File: src/rtl/evt_align_pkg.sv
package evt_align_pkg;
  typedef enum logic [1:0] {
    CMP_IDLE      = 2'd0,
    CMP_MATCH     = 2'd1,
    CMP_DROP_TRIG = 2'd2,
    CMP_DROP_DATA = 2'd3
  } cmp_act_e;
endpackage

File: src/rtl/evt_align_fifo.sv
module evt_align_fifo #(
  parameter int W     = 36,
  parameter int DEPTH = 4
) (
  input  logic         clk,
  input  logic         rst_n,
  input  logic         in_valid,
  output logic         in_ready,
  input  logic [W-1:0] in_data,
  input  logic         pop,
  output logic [W-1:0] head,
  output logic         not_empty,
  output logic         accepted,
  output logic         dropped
);
  localparam int AW = (DEPTH > 1) ? $clog2(DEPTH) : 1;
  localparam int CW = AW + 1;

  logic [W-1:0]  mem [DEPTH];
  logic [AW-1:0] wr_ptr, rd_ptr;
  logic [CW-1:0] fill;
  logic          full, do_pop;

  assign full      = (fill == CW'(DEPTH));
  assign in_ready  = !full;
  assign not_empty = (fill != '0);
  assign accepted  = in_valid && !full;
  assign dropped   = in_valid && full;
  assign do_pop    = pop && not_empty;
  assign head      = mem[rd_ptr];

  always_ff @(posedge clk) begin
    if (accepted) mem[wr_ptr] <= in_data;
  end

  always_ff @(posedge clk) begin
    if (!rst_n) begin
      wr_ptr <= '0;
      rd_ptr <= '0;
      fill   <= '0;
    end else begin
      if (accepted) wr_ptr <= (wr_ptr == AW'(DEPTH-1)) ? '0 : wr_ptr + 1'b1;
      if (do_pop)   rd_ptr <= (rd_ptr == AW'(DEPTH-1)) ? '0 : rd_ptr + 1'b1;
      case ({accepted, do_pop})
        2'b10:   fill <= fill + 1'b1;
        2'b01:   fill <= fill - 1'b1;
        default: fill <= fill;
      endcase
    end
  end

  // occupancy never exceeds the queue depth
  p_fill_bound_r2: assert property (@(posedge clk) disable iff (!rst_n)
    fill <= CW'(DEPTH));
  // an offer to a full queue does not change occupancy unless popped
  p_full_hold_r2: assert property (@(posedge clk) disable iff (!rst_n)
    (full && !pop) |=> full);
endmodule

File: src/rtl/evt_align_cmp.sv
module evt_align_cmp
  import evt_align_pkg::*;
#(
  parameter int EID_W  = 24,
  parameter int BCID_W = 12,
  parameter int CNT_W  = 32
) (
  input  logic              clk,
  input  logic              rst_n,
  input  logic [EID_W-1:0]  offset,
  input  logic              t_have,
  input  logic [EID_W-1:0]  t_eid,
  input  logic [BCID_W-1:0] t_bcid,
  input  logic              d_have,
  input  logic [EID_W-1:0]  d_eid,
  input  logic [BCID_W-1:0] d_bcid,
  output logic              t_pop,
  output logic              d_pop,
  output logic [CNT_W-1:0]  eid_mis_cnt,
  output logic [CNT_W-1:0]  bcid_mis_cnt,
  output logic [CNT_W-1:0]  lost_cnt,
  output logic              first_loss,
  output logic              desync
);
  logic [EID_W-1:0]  eid_diff;
  logic [BCID_W-1:0] bc_delta, prev_delta;
  logic              matched_seen;
  cmp_act_e          act;

  assign eid_diff = t_eid - d_eid - offset;
  assign bc_delta = t_bcid - d_bcid;

  always_comb begin
    act = CMP_IDLE;
    if (t_have && d_have) begin
      if (eid_diff == '0)          act = CMP_MATCH;
      else if (eid_diff[EID_W-1])  act = CMP_DROP_TRIG;
      else                         act = CMP_DROP_DATA;
    end
  end

  assign t_pop = (act == CMP_MATCH) || (act == CMP_DROP_TRIG);
  assign d_pop = (act == CMP_MATCH) || (act == CMP_DROP_DATA);

  always_ff @(posedge clk) begin
    if (!rst_n) begin
      eid_mis_cnt  <= '0;
      bcid_mis_cnt <= '0;
      lost_cnt     <= '0;
      first_loss   <= 1'b0;
      desync       <= 1'b0;
      matched_seen <= 1'b0;
      prev_delta   <= '0;
    end else begin
      case (act)
        CMP_MATCH: begin
          matched_seen <= 1'b1;
          prev_delta   <= bc_delta;
          if (bc_delta != '0) bcid_mis_cnt <= bcid_mis_cnt + 1'b1;
          if (matched_seen && (bc_delta != prev_delta)) desync <= 1'b1;
        end
        CMP_DROP_TRIG: begin
          lost_cnt    <= lost_cnt + 1'b1;
          eid_mis_cnt <= eid_mis_cnt + 1'b1;
          if (matched_seen) desync <= 1'b1;
          else              first_loss <= 1'b1;
        end
        CMP_DROP_DATA: eid_mis_cnt <= eid_mis_cnt + 1'b1;
        default: ;
      endcase
    end
  end

  // a trigger-only drop advances the lost and mismatch counters together
  p_trig_drop_r5: assert property (@(posedge clk) disable iff (!rst_n)
    (t_pop && !d_pop) |=> (lost_cnt == $past(lost_cnt) + 1'b1) &&
                          (eid_mis_cnt == $past(eid_mis_cnt) + 1'b1));
  // a data-only drop leaves the lost counter unchanged
  p_data_drop_r6: assert property (@(posedge clk) disable iff (!rst_n)
    (d_pop && !t_pop) |=> $stable(lost_cnt));
  // first_loss is sticky
  p_first_sticky_r9: assert property (@(posedge clk) disable iff (!rst_n)
    first_loss |=> first_loss);
  // desync is sticky
  p_desync_sticky_r8: assert property (@(posedge clk) disable iff (!rst_n)
    desync |=> desync);
endmodule

File: src/rtl/evt_align_top.sv
module evt_align_top #(
  parameter int EID_W  = 24,
  parameter int BCID_W = 12,
  parameter int DEPTH  = 4,
  parameter int CNT_W  = 32
) (
  input  logic              clk,
  input  logic              rst_n,
  input  logic [EID_W-1:0]  cfg_eid_offset,
  input  logic              trig_valid,
  output logic              trig_ready,
  input  logic [EID_W-1:0]  trig_eid,
  input  logic [BCID_W-1:0] trig_bcid,
  input  logic              data_valid,
  output logic              data_ready,
  input  logic [EID_W-1:0]  data_eid,
  input  logic [BCID_W-1:0] data_bcid,
  output logic [CNT_W-1:0]  trig_count,
  output logic [CNT_W-1:0]  data_count,
  output logic [CNT_W-1:0]  eid_mismatch_count,
  output logic [CNT_W-1:0]  bcid_mismatch_count,
  output logic [CNT_W-1:0]  lost_data_count,
  output logic              first_loss,
  output logic              desync,
  output logic              overflow
);
  localparam int RW = EID_W + BCID_W;
  localparam int NS = 2;  // side 0 = trigger, side 1 = data

  logic [RW-1:0]    rec_in [NS];
  logic [RW-1:0]    rec_hd [NS];
  logic [NS-1:0]    v_in, rdy, pop, have, acc, drp;
  logic [CNT_W-1:0] side_cnt [NS];

  assign rec_in[0] = {trig_eid, trig_bcid};
  assign rec_in[1] = {data_eid, data_bcid};
  assign v_in      = {data_valid, trig_valid};
  assign trig_ready = rdy[0];
  assign data_ready = rdy[1];

  for (genvar s = 0; s < NS; s++) begin : g_side
    evt_align_fifo #(.W(RW), .DEPTH(DEPTH)) u_q (
      .clk(clk), .rst_n(rst_n),
      .in_valid(v_in[s]), .in_ready(rdy[s]), .in_data(rec_in[s]),
      .pop(pop[s]), .head(rec_hd[s]), .not_empty(have[s]),
      .accepted(acc[s]), .dropped(drp[s])
    );
    always_ff @(posedge clk) begin
      if (!rst_n)      side_cnt[s] <= '0;
      else if (acc[s]) side_cnt[s] <= side_cnt[s] + 1'b1;
    end
  end

  assign trig_count = side_cnt[0];
  assign data_count = side_cnt[1];

  always_ff @(posedge clk) begin
    if (!rst_n)        overflow <= 1'b0;
    else if (|drp)     overflow <= 1'b1;
  end

  evt_align_cmp #(.EID_W(EID_W), .BCID_W(BCID_W), .CNT_W(CNT_W)) u_cmp (
    .clk(clk), .rst_n(rst_n), .offset(cfg_eid_offset),
    .t_have(have[0]), .t_eid(rec_hd[0][RW-1:BCID_W]), .t_bcid(rec_hd[0][BCID_W-1:0]),
    .d_have(have[1]), .d_eid(rec_hd[1][RW-1:BCID_W]), .d_bcid(rec_hd[1][BCID_W-1:0]),
    .t_pop(pop[0]), .d_pop(pop[1]),
    .eid_mis_cnt(eid_mismatch_count), .bcid_mis_cnt(bcid_mismatch_count),
    .lost_cnt(lost_data_count), .first_loss(first_loss), .desync(desync)
  );

  // the trigger count advances by at most one per cycle
  p_trig_step_r3: assert property (@(posedge clk) disable iff (!rst_n)
    trig_valid |=> (trig_count - $past(trig_count)) <= 1);
  // overflow stays set once raised
  p_ovf_sticky_r2: assert property (@(posedge clk) disable iff (!rst_n)
    overflow |=> overflow);
  // an offer refused for lack of space raises overflow
  p_ovf_on_full_r2: assert property (@(posedge clk) disable iff (!rst_n)
    (trig_valid && !trig_ready) |=> overflow);
endmodule

File: config.mk
export PLATFORM = sky130hd
export DESIGN_NAME = evt_align_top
export DESIGN_NICKNAME = d
export VERILOG_FILES = /design/src/rtl/evt_align_pkg.sv /design/src/rtl/evt_align_fifo.sv /design/src/rtl/evt_align_cmp.sv /design/src/rtl/evt_align_top.sv
export SDC_FILE = /design/constraint.sdc
export NUM_CORES = 1
export LEC_CHECK = 0
export BUFFER_PORTS_ARGS = -buffer_cell sky130_fd_sc_hd__buf_2
export CORE_UTILIZATION = 30
export CTS_CLUSTER_DIAMETER = 150
export DETAILED_ROUTE_END_ITERATION = 8
export PLACE_DENSITY_LB_ADDON = 0.12
export SLEW_MARGIN = 20
export SYNTH_ARGS = -nofsm -noshare
export SYNTH_HDL_FRONTEND = slang
export SYNTH_SLANG_ARGS = --single-unit
File: constraint.sdc
create_clock -name clk -period 9.7 [get_ports clk]
set_clock_uncertainty 0.1 [all_clocks]
set_input_delay 0 -clock clk [delete_from_list [all_inputs] [get_ports clk]]
set_output_delay 0 -clock clk [all_outputs]
set_load 0.03 [all_outputs]
After elaboration in Yosys (flattened, before gate mapping)

Memories as Yosys holds them, arrays and structs flattened. A register that Yosys moved wholly into a read port is not among the register bits.
Index checks and enable logic that the tools add are counted.

Flip-flop bits (word level): 126
RAM bits: 352
Input port bits: 100
Output and inout bits: 165
Word-level logic and storage cells: 103
Memories: 3

Add/subtract/negate cells: 16
Equality and inequality tests: 16
Mux-type cells: 27
Bitwise gates (word level): 3
Reduce and logical (&&, ||, !) cells: 24

Memory list:

| memory            | depth | bits a word | read ports | clocked after Yosys merged registers in | write ports | line                 | RTL |
|---|---|---|---|---|---|---|---|
| g_side[0].u_q.mem | 4     | 36          | 1          | 1                                       | 1           | evt_align_fifo.sv:19 | `logic [W-1:0] mem [DEPTH];` |
| g_side[1].u_q.mem | 4     | 36          | 1          | 1                                       | 1           | evt_align_fifo.sv:19 |  |
| side_cnt          | 2     | 32          | 2          | 0                                       | 2           | evt_align_top.sv:33  | `logic [CNT_W-1:0] side_cnt [NS];` |

Operator list:

| kind                    | number |
|---|---|
| $add A32 B1 Y32 const B | 5 |
| $mux W32                | 2 |
| $sub A24 B24 Y24        | 2 |
| $logic_not A24 Y1       | 1 |
| $mux W2                 | 10 |
| $eq A2 B2 Y1 const B    | 8 |
| $mux W1                 | 12 |
| $ne A12 B12 Y1          | 1 |
| $pmux W3 S2             | 2 |
| $reduce_bool A12 Y1     | 1 |
| $sub A12 B12 Y12        | 1 |
| $add A2 B1 Y2 const B   | 4 |
| $logic_and A1 B1 Y1     | 8 |
| $add A3 B1 Y3 const B   | 2 |
| $eq A2 B1 Y1 const B    | 3 |
| $eq A3 B3 Y1 const B    | 2 |
| $reduce_bool A2 Y1      | 3 |
| $reduce_bool A3 Y1      | 2 |
| $sub A3 B1 Y3 const B   | 2 |
| $reduce_and A2 Y1       | 2 |
| $reduce_or A2 Y1        | 2 |
| $reduce_and A3 Y1       | 1 |
| $logic_not A1 Y1        | 2 |
| $logic_or A1 B1 Y1      | 2 |
| 5 further kinds         | 6 |

Depth between registers and ports, before layout

Gate-level depths: netlist of run 1.

Depth after elaboration: 10
Depth in mapped cells: 29
Depth with buffers taken out: 21

Cells and area by module

A second synthesis of run 1 with hierarchy kept.

Cell total of the unflattened synthesis: 1860
Area, all modules: 23287.3 µm²

By module, submodules not included:

| module         | instances | cells an instance | area each (µm²) | sequential area each (µm²) |
|---|---|---|---|---|
| evt_align_fifo | 2         | 246               | 5713.0          | 4504.3 |
| evt_align_cmp  | 1         | 1016              | 8219.1          | 2222.1 |
| evt_align_top  | 1         | 352               | 3642.2          | 1941.9 |

Worst setup path after synthesis of run 1

OpenSTA, ideal clock, no wires.

Path type: register -> register
Start point: register with a tool-made name
End point: register g_side[0].u_q.fill[2]
Library setup time: 0.070 ns
Data arrival time: 6.829 ns
Data required time: 9.530 ns
Slack: 2.700 ns
Cell stages (with the launch flop): 27
Buffers on the path: 6
Period minus slack after synthesis: 7.000 ns
Cells stage by stage: dfxtp_1 > buf_2 > buf_1 > mux4_2 > inv_1 > fa_1 > ha_1 > clkbuf_1 > a211o_1 > a21o_1 > a221o_1 > a2111oi_2 > nand3_1 > or4_1 > or4_1 > buf_2 > o21ai_4 > buf_6 > buf_6 > ha_1 > nor2_1 > ha_1 > inv_1 > fa_1 > xor2_1 > or3_1 > a21oi_1

RTL lines:

| element                | line                 | RTL |
|---|---|---|
| end signal: assignment | evt_align_fifo.sv:45 | `2'b10: fill <= fill + 1'b1;` |
| end signal: assignment | evt_align_fifo.sv:46 | `2'b01: fill <= fill - 1'b1;` |
| end signal: assignment | evt_align_fifo.sv:47 | `default: fill <= fill;` |
| end: declaration       | evt_align_fifo.sv:21 | `logic [CW-1:0] fill;` |

==> qor.yml, run 1 <==
die:
  rows: 100
  start_util: 0.302
  die_area_um2: 76000
  io_pins: 265
  core_area_um2: 74300
  die_height_um: 276
  dieWidth_um: 276
final_layout:
  drive_gt1_frac: 0.216
  fin_nets: 2324
  area_growth_syn_to_layout_pct: 23.4
  utilization: 0.373
  final_cell_area_um2: 27700
synth:
  synth_common_cells: "edfxtp_1 (352), nor2_1 (161), dfxtp_1 (130), nand2_1 (104), inv_1 (97)"
  synthCells: 1777
  synth.top_cell.area_share: 0.470
  synth_flop_cell: "edfxtp_1"
  synth_top_cell_by_area: "edfxtp_1"
  yosysSeqAreaShare: 0.586
  synth_area_leaders: "edfxtp_1 (47%), dfxtp_1 (12%), mux4_2 (7.2%)"
  syn_nets: 1956
  yosysMostFrequentCell: "edfxtp_1"
  ys_seq_elements: 482
  synth-edff-count: 352
  async_flop_share: 0
  avgSynthCellArea_um2: 12.6
  ys_types: 67
  yosys_warnings: 0
  syn_area_um2: 22500
worst_setup_path:
  slowest_stage: "dfxtp_2"
  cp_cell_sequence: "mux4_2, inv_1, fa_1, ha_1, a21oi_1, o21ai_0, a221o_1, a2111oi_2, nand3_1, or4_1, or4_1, o21ai_4, ha_1, buf_4, and4_1, o21ai_2, or4_1, a21oi_1"
  arrival_ps: 8400
  crit_required_ps: 10130
  reg2reg_depth: 18
  cp-start-kind: "register"
  cp_max_fo: 34
  crit_path_end_kind: "register"
  crit_type: "reg -> reg"
  slowest_delay_ps: 960
  crit_top_cell: "or4_1"
power_and_ir_drop:
  p_seq_frac: 0.335
  powerDensity_nw_per_um2: 276
  ir_drop_uv: 247
  p_comb_frac: 0.382
  power_leakage_nw: 10.2
  pwr-share-clk: 0.283
  p_sw_frac: 0.362
  intPower_w: 0.00489
  switchingPower_w: 0.00277
grt:
  grt_pass1_vias: 15200
  grt_usage: 0.151
  antenna_found_initial: 3
  grt_pass1_wl_mm: 88.6
  grt_max_degree: 71
  grt_overflow: 0
drt:
  ant_nets: 0
  viasPerCell: 4.84
  first_iter_violations: 680
  wirelength_mm: 58.7
  num_vias: 15300
  avgRoutedWirePerCell_um: 18.6
  drc: 0
  firstDrtPassIters: 4
min_path:
  min_path_cells: 2
  hp-class: "in -> reg"
timing:
  hold_violations: 0
  fin_crit_ps: 7960
  setup_viol: 0
  max_freq_mhz: 126
  slew_headroom: 0.361
  rsz0062_at_grt: "no"
  tightest_slew_ps: 958
  setup_tns_ps: 0
  drv_slew: 0
  finalCritPeriodShare: 0.821
cts:
  cts-resized-gates: 0
  htree_levels: 2
  worstSkewPairLatency_ps: 620
  cts_buffer_depth: 3
  clkSlewWorstSetupHoldPaths_ps: 60
  clock-sinks: 482
  cts_tree: "built"
  root_buffer: "clkbuf_16"
  cts_made_buffers: 56
placed_design:
  gp_congestion: 0.809
  placed_area_um2: 24900
  dp_hpwl_mm: 39.6
  portBuffers: 264
outcome:
  status: "completed"
flow_run:
  drv_cap: 0
cell usage in the layout (no fill, tap or decap), types with 17 or more instances in the layout:
| master | n |
|---|---|
| mux2i_1 | 21 |
| dlygate4sd3_1 | 92 |
| nand3_1 | 65 |
| o21a_1 | 20 |
| or3_1 | 37 |
| ha_1 | 53 |
| o21ai_0 | 56 |
| a21oi_1 | 93 |
| and3_1 | 37 |
| xnor2_1 | 50 |
| fa_1 | 26 |
| xor2_1 | 76 |
| buf_4 | 24 |
| nand2_1 | 102 |
| a21o_1 | 17 |
| buf_2 | 264 |
| nor2_1 | 161 |
| inv_1 | 97 |
| nand4_1 | 29 |
| o31ai_1 | 19 |
| nor3_1 | 28 |
| or4_1 | 21 |
| edfxtp_1 | 352 |
| mux4_2 | 72 |
| clkbuf_16 | 58 |
| dfxtp_1 | 126 |
registers in the layout (all words and copies together) (netlist names), named ones only:
signal / cells
u_cmp.desync: 1
g_side.u_q.fill: 6
u_cmp.prev_delta: 12
u_cmp.lost_cnt: 32
u_cmp.matched_seen: 1
g_side.u_q.wr_ptr: 4
u_cmp.first_loss: 1
u_cmp.eid_mis_cnt: 32
g_side.u_q.mem: 288
overflow: 1
u_cmp.bcid_mis_cnt: 32
side_cnt: 64
g_side.u_q.rd_ptr: 4
worst max-delay path, delay by kind of cell (launching register included):
family / cells / cell delay, ps
flops: 1 / 960
fa+ha+maj: 3 / 1110
buf+inv: 2 / 390
simple gates: 5 / 2220
compound gates: 7 / 2500
mux: 1 / 600
area by class of cell:
cell class | count | area (µm²)
clock inverter | 33 | 343
clock buffer | 72 | 1550
antenna | 1 | 2.50
inverter | 98 | 369
timing repair buffer | 380 | 2420
multi-input combinational | 1127 | 8650
tap | 969 | 1210
sequential | 482 | 13200
fill | 7318 | 46600
path summary, 6_finish.rpt:
check                                        start                  endpoint  slack (ps)
worst min register to register  u_cmp.matched_seen        u_cmp.matched_seen         360
worst max-delay path                      register    u_cmp.bcid_mis_cnt[31]        1740
worst max register to register            register    u_cmp.bcid_mis_cnt[31]        1740
worst min-delay path                 data_bcid[10]  g_side[1].u_q.mem[2][10]          40
power groups by stage:
stage          clock network [W]  logic (W)  registers [W]
3_5_place_dp                   0    0.00290        0.00262
2_1_floorplan                  0    0.00212        0.00262
5_1_grt                  0.00231    0.00325        0.00261
4_1_cts                  0.00225    0.00295        0.00258
3_3_place_gp                   0    0.00290        0.00261
6_report                 0.00217    0.00293        0.00257
metal layers:
layer | vias to the layer above | GRT usage | wire length, µm
li1 | 7368 | - | -
met1 | 7569 | 0.199 | 26600
met2 | 291 | 0.255 | 28400
met3 | 78 | 0.0244 | 2330
met4 | 4 | 0.0440 | 1280
met5 | - | 0 | 19
logic make-up (layout without fill, tap and decap cells):
| logic type | after synthesis | after routing | synth area share |
|---|---|---|---|
| other cells | 0 | 1 | 0 |
| flops | 482 | 482 | 0.586 |
| fa+ha+maj | 79 | 79 | 0.0527 |
| xor+xnor | 126 | 126 | 0.0491 |
| mux | 94 | 94 | 0.0820 |
| buf+inv | 168 | 583 | 0.0298 |
| compound gates | 281 | 281 | 0.0799 |
| simple gates | 547 | 547 | 0.120 |
per-stage QoR:
stage / instances / worst slack, ps / total power [W] / hold slack, ps
global route: 3161 / 957 / 0.00817 / 24.2
finish: 3162 / 1740 / 0.00767 / 37.9
floorplan: 1777 / 2700 / 0.00474 / -1.13
global placement: 2964 / 1530 / 0.00552 / 113
detailed placement: 2964 / 1490 / 0.00553 / 122
CTS: 3161 / 1450 / 0.00778 / 1.87
timing repair:
| action | 4_1_cts | 5_1_grt |
|---|---|---|
| setup buffers | 0 | 0 |
| hold buffers | 92 | 0 |
| hold endpoints to repair | 315 | 0 |
(Power assumes the default switching activity.)
==> inputs of run 2 (changes only) <==
Clock period 9.7 ns to 7.01 ns, I/O delays scaled along.
==> qor.yml, run 2 (same netlist as run 1, synthesis figures left out) <==
drt:
  viasPerCell: 4.86  # was 4.84
  firstDrtPassIters: 5  # was 4
  ant_nets: 0  # unchanged
  first_iter_violations: 803  # was 680
  drc: 0  # unchanged
  num_vias: 15400  # was 15300
  wirelength_mm: 58.5  # was 58.7 mm
  avgRoutedWirePerCell_um: 18.5  # was 18.6 µm
cts:
  post_cts_buffers: 0  # unchanged
  worstSkewPairLatency_ps: 610  # was 620 ps
  cts_made_buffers: 56  # unchanged
  cts_tree: "built"  # unchanged
  root_buffer: "clkbuf_16"  # unchanged
  htree_levels: 2  # unchanged
  clock-sinks: 482  # unchanged
  clkSlewWorstSetupHoldPaths_ps: 60  # about the same
  cts_buffer_depth: 3  # unchanged
worst_setup_path:
  crit_top_cell: "ha_1"  # was or4_1
  cp_cell_sequence: "buf_4, mux4_2, inv_1, fa_1, ha_1, a21oi_1, o21ai_0, a2111o_1, a2111oi_0, nand3_1, or4_1, or4_4, o21ai_4, ha_1, nor2_1, ha_1, inv_1, fa_1, xor2_1, or3_1, a21oi_1"  # was mux4_2, inv_1, fa_1, ha_1, a21oi_1, o21ai_0, a221o_1, a2111oi_2, nand3_1, or4_1, or4_1, o21ai_4, ha_1, buf_4, and4_1, o21ai_2, or4_1, a21oi_1
  crit_path_end_kind: "register"  # unchanged
  slowest_delay_ps: 600  # was 960 ps
  crit_type: "reg -> reg"  # unchanged
  arrival_ps: 6990  # was 8400 ps
  cp-start-kind: "register"  # unchanged
  crit_required_ps: 7430  # was 10130 ps
  cp_max_fo: 9  # was 34
  slowest_stage: "or4_4"  # was dfxtp_2
die:
  core_area_um2: 74300  # unchanged
  dieWidth_um: 276  # unchanged
  die_height_um: 276  # unchanged
  rows: 100  # unchanged
  start_util: 0.302  # unchanged
  io_pins: 265  # unchanged
  die_area_um2: 76000  # unchanged
timing:
  fin_crit_ps: 6570  # was 7960 ps
  setup_viol: 0  # unchanged
  drv_slew: 0  # unchanged
  rsz0062_at_grt: "no"  # unchanged
  max_freq_mhz: 152  # was 126 MHz
  hold_violations: 0  # unchanged
  slew_headroom: 0.445  # was 0.361
  tightest_slew_ps: 828  # was 958 ps
  setup_tns_ps: 0  # unchanged
  finalCritPeriodShare: 0.937  # was 0.821
grt:
  grt_pass1_wl_mm: 89.0  # was 88.6 mm
  antenna_found_initial: 3  # unchanged
  grt_pass1_vias: 15200  # about the same
  grt_max_degree: 72  # was 71
  grt_usage: 0.151  # about the same
  grt_overflow: 0  # unchanged
final_layout:
  drive_gt1_frac: 0.218  # was 0.216
  fin_nets: 2323  # was 2324
  antenna_cells: 0  # was 1
  final_common_cell: "edfxtp_1"  # unchanged
  top_register: "g_side.u_q.mem"  # unchanged
  area_growth_syn_to_layout_pct: 22.9  # was 23.4%
  final_cell_area_um2: 27600  # was 27700 µm²
  largest_reg_flops: 288  # unchanged
  mostFrequentLayoutCells: "edfxtp_1 (352), buf_2 (264), nor2_1 (161), dfxtp_1 (126), nand2_1 (102)"  # unchanged
  top_regs: "g_side.u_q.mem: 288 flops, side_cnt: 64 flops"  # unchanged
min_path:
  hp-class: "in -> reg"  # unchanged
  hold_start: "data_bcid[7]"  # was data_bcid[10]
power_and_ir_drop:
  intPower_w: 0.00669  # was 0.00489 W
  p_comb_frac: 0.400  # was 0.382
  pwr-share-clk: 0.270  # was 0.283
  powerDensity_nw_per_um2: 380  # was 276 nW/µm²
  p_sw_frac: 0.364  # was 0.362
  switchingPower_w: 0.00382  # was 0.00277 W
  power_leakage_nw: 10.2  # about the same
  p_seq_frac: 0.331  # was 0.335
  ir_drop_uv: 211  # was 247 µV
placed_design:
  gp_congestion: 0.830  # was 0.809
  portBuffers: 264  # unchanged
  placed_area_um2: 25000  # was 24900 µm²
  dp_hpwl_mm: 40.2  # was 39.6 mm
flow_run:
  drv_cap: 0  # unchanged
outcome:
  status: "completed"  # unchanged
-- run 2: changes by cell type in the layout (fill, tap and decap cells not counted), moves of 2 or more --
cell           change
buf_12             +5
buf_4              +2
bufinv_16          -3
clkbuf_1           +6
clkinv_1           -5
clkinv_2           +2
clkinv_8           -3
clkinvlp_4         -2
dlygate4sd3_1      -8
inv_6              +2
-- run 2: area by class of cell --
cell class,count,area (µm²)
fillers,7368,46700
clock buffers,77,1550
flip-flops and latches,482,13200
clock inverters,25,206
inverters,98,369
multi-input cells,1127,8650
repair buffers,379,2460
well taps,969,1210
-- run 2: critical path: cells and delay by family, from the launching register on --
family	cells	cell delay [ps]
adders and majority gates	5	1620
AOI/OAI and AO/OA	6	1640
DFF	1	360
muxes	1	520
and+or+nand+nor	5	1660
buffers and inverters	3	400
xor gates and xnor gates	1	160
-- run 2: repair_timing --
item	4_1_cts	5_1_grt
gates resized for setup	0	2
setup endpoints to repair	0	11
hold buffers	84	0
endpoints found under the hold margin	314	0
-- run 2: worst paths after layout --
path              depth (start not counted)  slack (ps)                       to
setup / recovery                         21         440    g_side[0].u_q.fill[2]
hold / removal                            2          50  g_side[1].u_q.mem[1][7]
setup reg to reg                         21         440    g_side[0].u_q.fill[2]
hold reg to reg                           2         370         u_cmp.first_loss
-- run 2: per-layer routing --
layer / global-route usage / share of wire
met5: 0 / 0.00056
met4: 0.0453 / 0.025
met3: 0.0260 / 0.043
met2: 0.253 / 0.48
met1: 0.198 / 0.45
-- run 2: through the flow --
stage / utilization / cells / setup WS [ps] / power [W] / hold slack [ps]
after global placement: 0.336 / 2970 / 245 / 0.00771 / 112
after CTS: 0.372 / 3157 / 197 / 0.0106 / 3.36
after floorplan: - / 1777 / 10.4 / 0.00656 / -1.13
after global routing: 0.372 / 3157 / 14.2 / 0.0112 / 23.0
final: 0.372 / 3157 / 441 / 0.0105 / 45.9
after detailed placement: 0.337 / 2971 / 235 / 0.00771 / 118
-- run 2: power by group through the flow --
stage	registers (W)	clock network (W)	logic, W
3_5_place_dp	0.00354	0	0.00417
5_1_grt	0.00351	0.00304	0.00463
2_1_floorplan	0.00362	0	0.00293
4_1_cts	0.00348	0.00293	0.00423
3_3_place_gp	0.00353	0	0.00418
6_report	0.00348	0.00283	0.00420
==> inputs of run 3 (changes only) <==
Settings changed: CORE_UTILIZATION 30 to 53.
==> qor.yml, run 3 (same netlist as run 1, synthesis figures left out) <==
placed_design:
  dp_hpwl_mm: 35.1  # was 40.2 mm
  portBuffers: 264  # unchanged
  gp_congestion: 0.884  # was 0.830
  dp_slack_ps: 240  # was 235 ps
power_and_ir_drop:
  ir_drop_uv: 249  # was 211 µV
  power_leakage_nw: 10.1  # was 10.2 nW
  powerDensity_nw_per_um2: 384  # was 380 nW/µm²
worst_setup_path:
  arrival_ps: 7040  # was 6990 ps
  slowest_stage: "or4_4"  # unchanged
  cp-start-kind: "register"  # unchanged
  crit_required_ps: 7430  # about the same
  slowest_delay_ps: 590  # was 600 ps
  reg2reg_depth: 20  # was 21
  crit_top_cell: "fa_1"  # was ha_1
  crit_type: "reg -> reg"  # unchanged
  cp.depth: 20  # was 21
  cp_max_fo: 8  # was 9
  cpLargestDelayFamily: "adder cells"  # was simple AND/OR/NAND/NOR gates
  crit_path_end_kind: "register"  # unchanged
  path_buf_inv: 2  # was 3
  cp_cell_sequence: "buf_4, mux4_2, fa_1, fa_1, a211o_1, a21o_1, a221o_1, a2111oi_2, nand3_1, or4_1, or4_4, o21ai_4, ha_1, nor2_1, ha_1, inv_1, fa_1, xor2_1, or3_1, a21oi_1"  # was buf_4, mux4_2, inv_1, fa_1, ha_1, a21oi_1, o21ai_0, a2111o_1, a2111oi_0, nand3_1, or4_1, or4_4, o21ai_4, ha_1, nor2_1, ha_1, inv_1, fa_1, xor2_1, or3_1, a21oi_1
min_path:
  hp-class: "in -> reg"  # unchanged
  min_path_cells: 2  # unchanged
grt:
  grt_pass1_wl_mm: 82.3  # was 89.0 mm
  antenna_found_initial: 1  # was 3
  grt_pass1_vias: 15200  # about the same
  grt_overflow: 0  # unchanged
  grt_usage: 0.243  # was 0.151
  grt_max_degree: 64  # was 72
die:
  dieWidth_um: 208  # was 276 µm
  die_height_um: 208  # was 276 µm
  io_pins: 265  # unchanged
  start_util: 0.537  # was 0.302
  core_area_um2: 41900  # was 74300 µm²
  rows: 75  # was 100
  die_area_um2: 43200  # was 76000 µm²
drt:
  firstDrtPassIters: 5  # unchanged
  viasPerCell: 5.73  # was 4.86
  first_iter_violations: 1165  # was 803
  ant_nets: 0  # unchanged
  num_vias: 15500  # was 15400
  avgRoutedWirePerCell_um: 19.4  # was 18.5 µm
  drc: 0  # unchanged
  wirelength_mm: 52.6  # was 58.5 mm
cts:
  worstSkewPairLatency_ps: 620  # was 610 ps
  cts_made_buffers: 53  # was 56
  clock-sinks: 482  # unchanged
  htree_levels: 2  # unchanged
  clkSlewWorstSetupHoldPaths_ps: 60  # about the same
  cts_tree: "built"  # unchanged
  cts_buffer_depth: 3  # unchanged
  post_cts_buffers: 0  # unchanged
  root_buffer: "clkbuf_16"  # unchanged
final_layout:
  area_growth_syn_to_layout_pct: 19.9  # was 22.9%
  seqCellArea_um2: 13200  # unchanged
  mostFrequentLayoutCells: "edfxtp_1 (352), buf_2 (264), nor2_1 (161), dfxtp_1 (126), nand2_1 (104)"  # was edfxtp_1 (352), buf_2 (264), nor2_1 (161), dfxtp_1 (126), nand2_1 (102)
  fin_nets: 2312  # was 2323
  largest_reg_flops: 288  # unchanged
  top_register: "g_side.u_q.mem"  # unchanged
  multi_input_area_um2: 8660  # was 8650 µm²
  top_regs: "g_side.u_q.mem: 288 flops, side_cnt: 64 flops"  # unchanged
  drive_gt1_frac: 0.215  # was 0.218
  fillers: 3159  # was 7368
  final_common_cell: "edfxtp_1"  # unchanged
timing:
  hold_violations: 0  # unchanged
  fin_crit_ps: 6620  # was 6570 ps
  finalCritPeriodShare: 0.945  # was 0.937
  worst_slack_ps: 389  # was 441 ps
  tightest_slew_ps: 1100  # was 828 ps
  max_freq_mhz: 151  # was 152 MHz
  hold_ws_ps: 33.1  # was 45.9 ps
  drv_slew: 0  # unchanged
  rsz0062_at_grt: "no"  # unchanged
  slew_headroom: 0.268  # was 0.445
  setup_tns_ps: 0  # unchanged
  setup_viol: 0  # unchanged
outcome:
  status: "completed"  # unchanged
flow_run:
  drv_cap: 0  # unchanged
[run 3: final cells by class]
class / instances / area share
clock buffers: 69 / 0.0529
multi-input cells: 1127 / 0.321
repair buffers: 371 / 0.0878
clock inverters: 23 / 0.0101
well taps: 539 / 0.0250
diodes: 1 / 0.0000929
inverters: 98 / 0.0137
flip-flops and latches: 482 / 0.489
[run 3: layer usage]
| layer | share of wire | track usage |
|---|---|---|
| met2 | 0.49 | 0.408 |
| met1 | 0.43 | 0.324 |
| met3 | 0.049 | 0.0403 |
| met4 | 0.027 | 0.0815 |
| met5 | 0 | 0 |
[run 3: final timing paths]
path / from / end / slack (ps)
worst max-delay path: register / g_side[0].u_q.fill[2] / 390
worst min register to register: u_cmp.matched_seen / u_cmp.matched_seen / 370
worst min-delay path: data_bcid[7] / g_side[1].u_q.mem[3][7] / 30
worst max register to register: register / g_side[0].u_q.fill[2] / 390
[run 3: worst reg2reg max path: stages (launching register included)]
cell and delay [ps]:
dfxtp_2 360, buf_4 220, mux4_2 550, fa_1 440, fa_1 510, a211o_1 370, a21o_1 200, a221o_1 420
a2111oi_2 330, nand3_1 110, or4_1 400, or4_4 590, o21ai_4 180, ha_1 260, nor2_1 180, ha_1 220
inv_1 60, fa_1 390, xor2_1 160, or3_1 310, a21oi_1 140
[run 3: repair_timing]
| item | in CTS | in global routing |
|---|---|---|
| endpoints found under the hold margin | 315 | 0 |
| hold buffers | 80 | 0 |
| endpoints found under the setup margin | 0 | 26 |
| gates resized for setup | 0 | 4 |
[run 3: metrics by stage]
step / std cells / util / power [W] / cell area (µm²)
floorplan: 1777 / - / 0.00656 / 22500
global placement: 2537 / 0.584 / 0.00755 / 24400
detailed placement: 2537 / 0.584 / 0.00758 / 24400
CTS: 2709 / 0.643 / 0.0104 / 26900
global route: 2710 / 0.644 / 0.0109 / 27000
finish: 2710 / 0.644 / 0.0103 / 27000
[run 3: where the power goes]
part / total [W] / switching, W / internal (W)
clock: 0.00271 / 0.00113 / 0.00158
sequential: 0.00349 / 0.000149 / 0.00334
combinational: 0.00414 / 0.00245 / 0.00169
